## src/rtl/txn_pkg.sv

```systemverilog
package txn_pkg;
  typedef enum logic [2:0] {
    OP_ALLOC = 3'd0,
    OP_ADD   = 3'd1,
    OP_INC   = 3'd2,
    OP_DEC   = 3'd3,
    OP_FREE  = 3'd4,
    OP_UPD   = 3'd5
  } txn_op_e;

  typedef enum logic [1:0] {
    K_READ   = 2'd0,
    K_WRITE  = 2'd1,
    K_ATOMIC = 2'd2
  } req_kind_e;

  typedef enum logic [1:0] {
    TS_INV       = 2'd0,
    TS_WAIT_DATA = 2'd1,
    TS_WAIT_ACK  = 2'd2,
    TS_WAIT_ATOM = 2'd3
  } txn_state_e;
endpackage

```

## src/rtl/txn_cam.sv

```systemverilog
module txn_cam #(
  parameter int N  = 8,
  parameter int AW = 32,
  parameter int IW = 3
) (
  input  logic [N-1:0]         valid_i,
  input  logic [N-1:0][AW-1:0] addr_i,
  input  logic [AW-1:0]        key_i,
  output logic [N-1:0]         match_o,
  output logic                 hit_o,
  output logic [IW-1:0]        idx_o
);
  for (genvar g = 0; g < N; g++) begin : g_cmp
    assign match_o[g] = valid_i[g] && (addr_i[g] == key_i);
  end

  assign hit_o = |match_o;

  // match is one-hot, so an OR-style encode is enough
  always_comb begin
    idx_o = '0;
    for (int i = 0; i < N; i++) begin
      if (match_o[i]) idx_o = IW'(i);
    end
  end
endmodule

```

## src/rtl/txn_pick_free.sv

```systemverilog
module txn_pick_free #(
  parameter int N  = 8,
  parameter int IW = 3
) (
  input  logic [N-1:0]  valid_i,
  output logic          any_free_o,
  output logic [IW-1:0] idx_o
);
  assign any_free_o = ~&valid_i;

  // lowest free slot wins
  always_comb begin
    idx_o = '0;
    for (int i = N - 1; i >= 0; i--) begin
      if (!valid_i[i]) idx_o = IW'(i);
    end
  end
endmodule

```

## src/rtl/txn_slot.sv

```systemverilog
module txn_slot #(
  parameter int AW = 32,
  parameter int RW = 8,
  parameter int CW = 4
) (
  input  logic          clk_i,
  input  logic          rst_ni,
  input  logic          alloc_i,
  input  logic          merge_i,
  input  logic [RW-1:0] mask_i,
  input  logic          inc_i,
  input  logic          dec_i,
  input  logic          free_i,
  input  logic          upd_i,
  input  logic [AW-1:0] addr_i,
  input  logic [1:0]    state_i,
  input  logic          dirty_i,
  output logic          valid_o,
  output logic [AW-1:0] addr_o,
  output logic [1:0]    state_o,
  output logic [RW-1:0] dest_o,
  output logic          dirty_o,
  output logic [CW-1:0] cnt_o
);
  always_ff @(posedge clk_i or negedge rst_ni) begin
    if (!rst_ni) begin
      valid_o <= 1'b0;
      addr_o  <= '0;
      state_o <= '0;
      dest_o  <= '0;
      dirty_o <= 1'b0;
      cnt_o   <= '0;
    end else if (free_i) begin
      valid_o <= 1'b0;
      state_o <= '0;
      dest_o  <= '0;
      dirty_o <= 1'b0;
      cnt_o   <= '0;
    end else if (alloc_i) begin
      valid_o <= 1'b1;
      addr_o  <= addr_i;
      state_o <= state_i;
      dest_o  <= mask_i;
      dirty_o <= dirty_i;
      cnt_o   <= '0;
    end else begin
      if (merge_i) dest_o <= dest_o | mask_i;
      if (inc_i && cnt_o != '1) cnt_o <= cnt_o + CW'(1);
      if (dec_i && cnt_o != '0) cnt_o <= cnt_o - CW'(1);
      if (upd_i) begin
        state_o <= state_i;
        dirty_o <= dirty_i;
      end
    end
  end
endmodule

```

## src/rtl/txn_trig_fifo.sv

```systemverilog
module txn_trig_fifo #(
  parameter int AW    = 32,
  parameter int DEPTH = 4,
  parameter int LW    = 3
) (
  input  logic          clk_i,
  input  logic          rst_ni,
  input  logic          push_i,
  input  logic [AW-1:0] addr_i,
  input  logic          pop_i,
  output logic          valid_o,
  output logic [AW-1:0] head_o,
  output logic [LW-1:0] level_o
);
  localparam int PW = (DEPTH > 1) ? $clog2(DEPTH) : 1;

  logic [DEPTH-1:0][AW-1:0] mem;
  logic [PW-1:0] rd_ptr, wr_ptr;
  logic do_push, do_pop;

  function automatic logic [PW-1:0] nxt(input logic [PW-1:0] p);
    return (p == PW'(DEPTH - 1)) ? '0 : p + PW'(1);
  endfunction

  assign do_pop  = pop_i && (level_o != '0);
  assign do_push = push_i && (level_o != LW'(DEPTH));
  assign valid_o = (level_o != '0);
  assign head_o  = mem[rd_ptr];

  always_ff @(posedge clk_i or negedge rst_ni) begin
    if (!rst_ni) begin
      rd_ptr  <= '0;
      wr_ptr  <= '0;
      level_o <= '0;
    end else begin
      if (do_push) wr_ptr <= nxt(wr_ptr);
      if (do_pop)  rd_ptr <= nxt(rd_ptr);
      if (do_push && !do_pop)      level_o <= level_o + LW'(1);
      else if (do_pop && !do_push) level_o <= level_o - LW'(1);
    end
  end

  always_ff @(posedge clk_i) begin
    if (do_push) mem[wr_ptr] <= addr_i;
  end
endmodule

```

## src/rtl/txn_track_table.sv

```systemverilog
module txn_track_table
  import txn_pkg::*;
#(
  parameter int N_ENTRIES = 8,
  parameter int ADDR_W    = 32,
  parameter int N_REQ     = 8,
  parameter int CNT_W     = 4,
  parameter int TQ_DEPTH  = 4,
  localparam int IDX_W    = (N_ENTRIES > 1) ? $clog2(N_ENTRIES) : 1,
  localparam int RID_W    = (N_REQ > 1) ? $clog2(N_REQ) : 1
) (
  input  logic              clk_i,
  input  logic              rst_ni,
  input  logic              cmd_valid_i,
  input  logic [2:0]        cmd_op_i,
  input  logic [ADDR_W-1:0] cmd_addr_i,
  input  logic [RID_W-1:0]  cmd_rid_i,
  input  logic [1:0]        cmd_kind_i,
  input  logic [1:0]        cmd_state_i,
  input  logic              cmd_dirty_i,
  input  logic [ADDR_W-1:0] lk_addr_i,
  output logic              lk_hit_o,
  output logic [IDX_W-1:0]  lk_idx_o,
  output logic [1:0]        lk_state_o,
  output logic [N_REQ-1:0]  lk_dest_o,
  output logic              lk_dirty_o,
  output logic [CNT_W-1:0]  lk_cnt_o,
  output logic              full_o,
  output logic              fwd_rd_o,
  output logic [ADDR_W-1:0] fwd_addr_o,
  output logic              trig_valid_o,
  output logic [ADDR_W-1:0] trig_addr_o,
  input  logic              trig_pop_i
);
  localparam int LVL_W = $clog2(TQ_DEPTH + 1);

  logic [N_ENTRIES-1:0]             slot_valid;
  logic [N_ENTRIES-1:0][ADDR_W-1:0] slot_addr;
  logic [N_ENTRIES-1:0][1:0]        slot_state;
  logic [N_ENTRIES-1:0][N_REQ-1:0]  slot_dest;
  logic [N_ENTRIES-1:0]             slot_dirty;
  logic [N_ENTRIES-1:0][CNT_W-1:0]  slot_cnt;

  logic [N_ENTRIES-1:0] cmd_match, lk_match, tq_match;
  logic                 cmd_hit, tq_hit;
  logic [IDX_W-1:0]     cmd_idx, tq_idx, free_idx;
  logic                 any_free;
  logic [LVL_W-1:0]     tq_level;

  txn_cam #(.N(N_ENTRIES), .AW(ADDR_W), .IW(IDX_W)) u_cmd_cam (
    .valid_i(slot_valid), .addr_i(slot_addr), .key_i(cmd_addr_i),
    .match_o(cmd_match), .hit_o(cmd_hit), .idx_o(cmd_idx)
  );

  txn_cam #(.N(N_ENTRIES), .AW(ADDR_W), .IW(IDX_W)) u_lk_cam (
    .valid_i(slot_valid), .addr_i(slot_addr), .key_i(lk_addr_i),
    .match_o(lk_match), .hit_o(lk_hit_o), .idx_o(lk_idx_o)
  );

  txn_cam #(.N(N_ENTRIES), .AW(ADDR_W), .IW(IDX_W)) u_tq_cam (
    .valid_i(slot_valid), .addr_i(slot_addr), .key_i(trig_addr_o),
    .match_o(tq_match), .hit_o(tq_hit), .idx_o(tq_idx)
  );

  txn_pick_free #(.N(N_ENTRIES), .IW(IDX_W)) u_pick (
    .valid_i(slot_valid), .any_free_o(any_free), .idx_o(free_idx)
  );

  assign full_o = !any_free;

  // command decode
  logic             is_alloc, joins_dest;
  logic             do_alloc_new, do_merge, do_inc, do_dec, do_free, do_upd;
  logic [N_REQ-1:0] rid_mask, new_dest, cmd_dest;
  logic [CNT_W-1:0] cmd_cnt, tq_cnt;
  logic             pop_ok, trig_free, tq_push, fwd_fire;

  assign is_alloc     = cmd_valid_i && (cmd_op_i == OP_ALLOC);
  assign joins_dest   = (cmd_kind_i == K_READ) || (cmd_kind_i == K_ATOMIC);
  assign rid_mask     = joins_dest ? (N_REQ'(1) << cmd_rid_i) : '0;
  assign do_alloc_new = is_alloc && !cmd_hit && any_free;
  assign do_merge     = cmd_valid_i && cmd_hit &&
                        ((cmd_op_i == OP_ALLOC) || (cmd_op_i == OP_ADD));
  assign do_inc       = cmd_valid_i && cmd_hit && (cmd_op_i == OP_INC);
  assign do_dec       = cmd_valid_i && cmd_hit && (cmd_op_i == OP_DEC);
  assign do_free      = cmd_valid_i && cmd_hit && (cmd_op_i == OP_FREE);
  assign do_upd       = cmd_valid_i && cmd_hit && (cmd_op_i == OP_UPD);

  assign cmd_cnt  = slot_cnt[cmd_idx];
  assign cmd_dest = slot_dest[cmd_idx];
  assign tq_cnt   = slot_cnt[tq_idx];

  // a command owns the cycle; pops wait for an idle one
  assign pop_ok    = trig_pop_i && !cmd_valid_i && trig_valid_o;
  assign trig_free = pop_ok && tq_hit && (tq_cnt == '0);
  assign tq_push   = do_dec && (cmd_cnt == CNT_W'(1));

  assign new_dest = do_alloc_new ? rid_mask : (cmd_dest | rid_mask);
  assign fwd_fire = (do_alloc_new || do_merge) && (cmd_kind_i == K_READ) &&
                    ($countones(new_dest) == 1);

  for (genvar g = 0; g < N_ENTRIES; g++) begin : g_slot
    txn_slot #(.AW(ADDR_W), .RW(N_REQ), .CW(CNT_W)) u_slot (
      .clk_i   (clk_i),
      .rst_ni  (rst_ni),
      .alloc_i (do_alloc_new && (free_idx == IDX_W'(g))),
      .merge_i (do_merge && cmd_match[g]),
      .mask_i  (rid_mask),
      .inc_i   (do_inc && cmd_match[g]),
      .dec_i   (do_dec && cmd_match[g]),
      .free_i  ((do_free && cmd_match[g]) || (trig_free && tq_match[g])),
      .upd_i   (do_upd && cmd_match[g]),
      .addr_i  (cmd_addr_i),
      .state_i (cmd_state_i),
      .dirty_i (cmd_dirty_i),
      .valid_o (slot_valid[g]),
      .addr_o  (slot_addr[g]),
      .state_o (slot_state[g]),
      .dest_o  (slot_dest[g]),
      .dirty_o (slot_dirty[g]),
      .cnt_o   (slot_cnt[g])
    );
  end

  txn_trig_fifo #(.AW(ADDR_W), .DEPTH(TQ_DEPTH), .LW(LVL_W)) u_tq (
    .clk_i   (clk_i),
    .rst_ni  (rst_ni),
    .push_i  (tq_push),
    .addr_i  (cmd_addr_i),
    .pop_i   (pop_ok),
    .valid_o (trig_valid_o),
    .head_o  (trig_addr_o),
    .level_o (tq_level)
  );

  assign lk_state_o = lk_hit_o ? slot_state[lk_idx_o] : TS_INV;
  assign lk_dest_o  = lk_hit_o ? slot_dest[lk_idx_o]  : '0;
  assign lk_dirty_o = lk_hit_o && slot_dirty[lk_idx_o];
  assign lk_cnt_o   = lk_hit_o ? slot_cnt[lk_idx_o]   : '0;

  always_ff @(posedge clk_i or negedge rst_ni) begin
    if (!rst_ni) begin
      fwd_rd_o   <= 1'b0;
      fwd_addr_o <= '0;
    end else begin
      fwd_rd_o <= fwd_fire;
      if (fwd_fire) fwd_addr_o <= cmd_addr_i;
    end
  end
endmodule

```

## config.mk

```make
export PLATFORM = sky130hd
export DESIGN_NAME = txn_track_table
export DESIGN_NICKNAME = d
export VERILOG_FILES = /design/src/rtl/txn_pkg.sv /design/src/rtl/txn_cam.sv /design/src/rtl/txn_pick_free.sv /design/src/rtl/txn_slot.sv /design/src/rtl/txn_trig_fifo.sv /design/src/rtl/txn_track_table.sv
export SDC_FILE = /design/constraint.sdc
export NUM_CORES = 2
export LEC_CHECK = 0
export BUFFER_PORTS_ARGS = -buffer_cell sky130_fd_sc_hd__buf_4
export CORE_ASPECT_RATIO = 1.5
export CORE_MARGIN = 10
export CORE_UTILIZATION = 29
export CTS_CLUSTER_SIZE = 16
export DETAILED_ROUTE_END_ITERATION = 16
export SETUP_SLACK_MARGIN = 0.5
export SYNTH_ARGS = -nofsm -noshare
export SYNTH_HDL_FRONTEND = slang
export SYNTH_SLANG_ARGS = --single-unit
```

## constraint.sdc

```tcl
create_clock -name clk_i -period 17.4 [get_ports clk_i]
set_input_delay 1.74 -clock clk_i [delete_from_list [all_inputs] [get_ports clk_i]]
set_output_delay 1.74 -clock clk_i [all_outputs]
set_load 0.1 [all_outputs]
```

==> summary.txt <==
Status
  – Status: completed

Placed design
  – Post-DP HPWL: ~110 mm
  – Worst slack, placed: approximately 7.7 ns
  – Port-buffer cells: ~160
  – Placer Congestion: 1.001

STA
  – Worst slew margin: 0.1819
  – Setup violations, final: 0
  – Pins Over Slew Limit: 0
  – Worst-case clock skew: 0.05392 ns
  – RSZ-0062 raised after global routing: no
  – Achievable Freq: around 0.11 GHz
  – Minimum clock period: 9.153 ns
  – WHS: 0.4801 ns
  – Count of final hold-check violations: 0
  – Setup Total Neg Slack: 0 ns
  – Worst-margin pin slew: 1.216 ns
  – Worst setup margin: 8.247 ns
  – Final period util: 0.5260

Layout
  – Area of the multi-input gates: 19,850 µm²
  – Register area: approximately 14,000 µm²
  – Fill cells: 12,457
  – Area grow syn2layout: 12.90%
  – Layout cells sized above 1: 0.1657
  – Final core occ: 0.3291
  – Post-layout nets: around 3,600

Power and ir drop
  – Net Sw Power: 1.529 mW
  – Seq pwr share: 0.427
  – Internal: 2.633 mW
  – Clock power share: 0.321
  – Comb power frac: 0.252
  – PwrDens: 103.7 nW/µm²
  – Peak supply drop: 90.95 µV
  – Sw frac: 0.3674
  – Leak Pwr: 17.02 nW

Floorplanning
  – Starting density of the core: 0.2915
  – Num rows: 157
  – IO Pins: 165
  – Die width: 305.9 µm
  – Die H: 448.8 µm
  – Core area: between 100,000 and 150,000 µm²
  – Full die area: 137,300 µm²

Setup path
  – Critical-path top delay cell: nor3_1
  – Worst r2r dst: fwd_addr_o[27]
  – Reg-to-reg slack, setup: approximately 9 ns
  – CP Data Required Time: 17.99 ns
  – CP Launch Type: primary input
  – Cells on worst reg2reg path: 26
  – Crit-path max cell delay: 0.92 ns
  – Worst setup EP type: flop
  – Crit Reg-Reg Startpoint: g_slot[5].u_slot.addr_o[23]
  – Cell family with most CP delay: simple AND/OR/NAND/NOR gates
  – CP Max Fanout: 37
  – Setup CP Type: in -> reg
  – CP bufs+invs: 7
  – WP data arrival: 9.74 ns

Route
  – Routed wire length: 161.7 mm
  – # DRC: 0
  – Pre-antenna DRT Iters: 5
  – Via count: 29,012
  – Detail Route Antenna Nets: 0
  – Drt wl/cell: 31.54 µm
  – Vias/cell: 5.656
  – Initial DRC Count: about 2,900

Yosys
  – Synthesized netlist cell count: 3,462
  – Largest cells by area after synthesis: dfrtp_1 (30%), xnor2_1 (12%), edfxtp_1 (11%), xor2_1 (6.8%), mux2i_1 (5.9%)
  – FF+latch count, synth: 552
  – Area leader, netlist: dfrtp_1
  – Synth warn: 0
  – Synth Net Count: 3,579
  – Async set-reset flop share out of synthesis: 0.7681
  – Syn_area_per_cell: between 10 and 15 µm²
  – Mapped cell area: 35,560 µm²
  – Seq/Total Area, Yosys: 0.4065
  – Top FF cell, synth: dfrtp_1
  – Top-count cell post-synth: xnor2_1
  – Number of enable flip-flop cells after synthesis: between 100 and 150
  – Distinct cells, synth: 84
  – Top cells by count, synth: xnor2_1 (487), dfrtp_1 (424), nand2_1 (384), xor2_1 (277), mux2i_1 (211)
  – Top cell type's share of synthesized area: 0.2984

CTS
  – Clock Pin Slew Worst Setup and Hold Paths: 0.06 ns
  – # resized after CTS: 0
  – Worst-Skew Late Latency: 0.69 ns
  – Clk buf depth: 3
  – Hold Buf Count CTS: 0
  – Post-CTS setup buffer count: 0
  – Cts bufs inserted: 57
  – # clock sinks: between 500 and 600
  – TritonCTS clock tree: done
  – Clk Tree Root Cell: clkbuf_16
  – H-tree depth: 2

Worst hold path
  – Worst Hold End: fwd_addr_o[12]
  – Hold_sp: fwd_addr_o[12]
  – Worst min path class: reg -> reg
  – Worst hold stages: 2

GRT
  – Vias in the first global route: 29,110
  – Initial antenna violation count: 5
  – Congestion Overflow GR: 0
  – GRT Util Overall: 0.2277
  – Global-route wire length before repair: 226.0 mm
  – Pin count of the biggest net entering global routing: 103

Run
  – Max Cap Viol: 0
-- metrics by stage --
step / total power [mW] / std cells / cell area (µm²)
4_1_cts: 4.167 / 5127 / 40140
6_report: 4.162 / 5129 / 40140
2_1_floorplan: 2.444 / 3462 / 35560
3_5_place_dp: 2.832 / 5022 / 38170
5_1_grt: 4.318 / 5127 / 40140
3_3_place_gp: 2.825 / 5022 / 38170
-- final cells by class --
class,count,area share
well taps,1590,0.04956
repair buffers,227,0.04264
flip-flops and latches,552,0.3603
multi-input cells,2612,0.4946
clock inverters,38,0.01203
clock buffers,67,0.03697
inverters,41,0.003834
diodes,2,0.0001247
-- worst reg2reg max path, cell delays in order (launching register included) --
cell and delay, ns:
dfrtp_1 0.55, xor2_1 0.23, nor4_1 0.32, nand4_1 0.17, nor3_1 0.92, nor2_1 0.25, a21oi_4 0.17, buf_4 0.50
mux2_2 0.45, o211ai_1 0.18, nand2_1 0.10, fa_1 0.55, inv_1 0.05, fa_1 0.47, inv_1 0.05, fa_1 0.49
ha_1 0.17, inv_1 0.06, fa_1 0.43, nor2_1 0.09, a31oi_1 0.09, nor4_1 0.44, o21ai_2 0.10, buf_4 0.29
inv_1 0.80, nand2_1 0.16, nand2_1 0.09
-- kinds of logic after synthesis --
| family | share of synthesized area |
|---|---|
| AOI/OAI and AO/OA | 0.06120 |
| buffers and inverters | 0.03772 |
| adders and majority gates | 0.01612 |
| xor gates and xnor gates | 0.1887 |
| and+or+nand+nor | 0.1528 |
| muxes | 0.1370 |
| DFF | 0.4065 |
-- how the worst max path moves through the flow --
stage | start | to | depth (start not counted)
final | cmd_addr_i[1] | fwd_addr_o[27] | 27
after global routing | cmd_addr_i[1] | fwd_addr_o[2] | 27
after CTS | cmd_addr_i[1] | fwd_addr_o[27] | 27
after detailed placement | cmd_addr_i[1] | fwd_addr_o[27] | 27
after global placement | cmd_addr_i[26] | fwd_addr_o[2] | 27
after floorplan | cmd_addr_i[22] | fwd_addr_o[14] | 30
-- power groups by stage --
stage | logic, mW | clock network [mW] | registers (mW)
after floorplan | 0.615 | 0 | 1.83
after global placement | 1.03 | 0 | 1.80
after detailed placement | 1.03 | 0 | 1.80
after CTS | 1.04 | 1.35 | 1.77
after global routing | 1.12 | 1.41 | 1.79
final | 1.05 | 1.34 | 1.78
-- per-layer routing --
layer,vias to the layer above,part of all wire,global-route usage
met2,1526,0.46,0.3705
met1,14584,0.37,0.2601
met5,-,0.00013,0
met4,4,0.091,0.1677
met3,576,0.082,0.05098
li1,12322,-,-
-- layout by cell type (no fill, tap or decap), types with 16 or more instances in the layout --
cell,count
a22oi_1,67
mux4_2,31
clkbuf_16,57
edfxtp_1,128
a21oi_1,34
a22o_1,18
or4_1,26
o211ai_1,16
nand2b_1,28
nor4_1,107
mux2i_1,211
nor2_1,137
nand4_1,182
xnor2_1,487
xor2_1,277
ha_1,25
nor3_1,76
nand2_1,384
mux2_2,183
buf_4,226
inv_1,40
o21ai_0,73
dfrtp_1,422
nand3_1,48
-- registers in the layout (all words and copies together) (netlist names) --
signal and cells:
fwd_rd_o 1, u_tq.wr_ptr 2, g_slot.u_slot.addr_o 256, u_tq.rd_ptr 2, g_slot.u_slot.dest_o 64, u_tq.level_o 3
g_slot.u_slot.dirty_o 8, g_slot.u_slot.valid_o 8, g_slot.u_slot.cnt_o 32, fwd_addr_o 32, u_tq.mem 128, g_slot.u_slot.state_o 16
(Power assumes the default switching activity.)
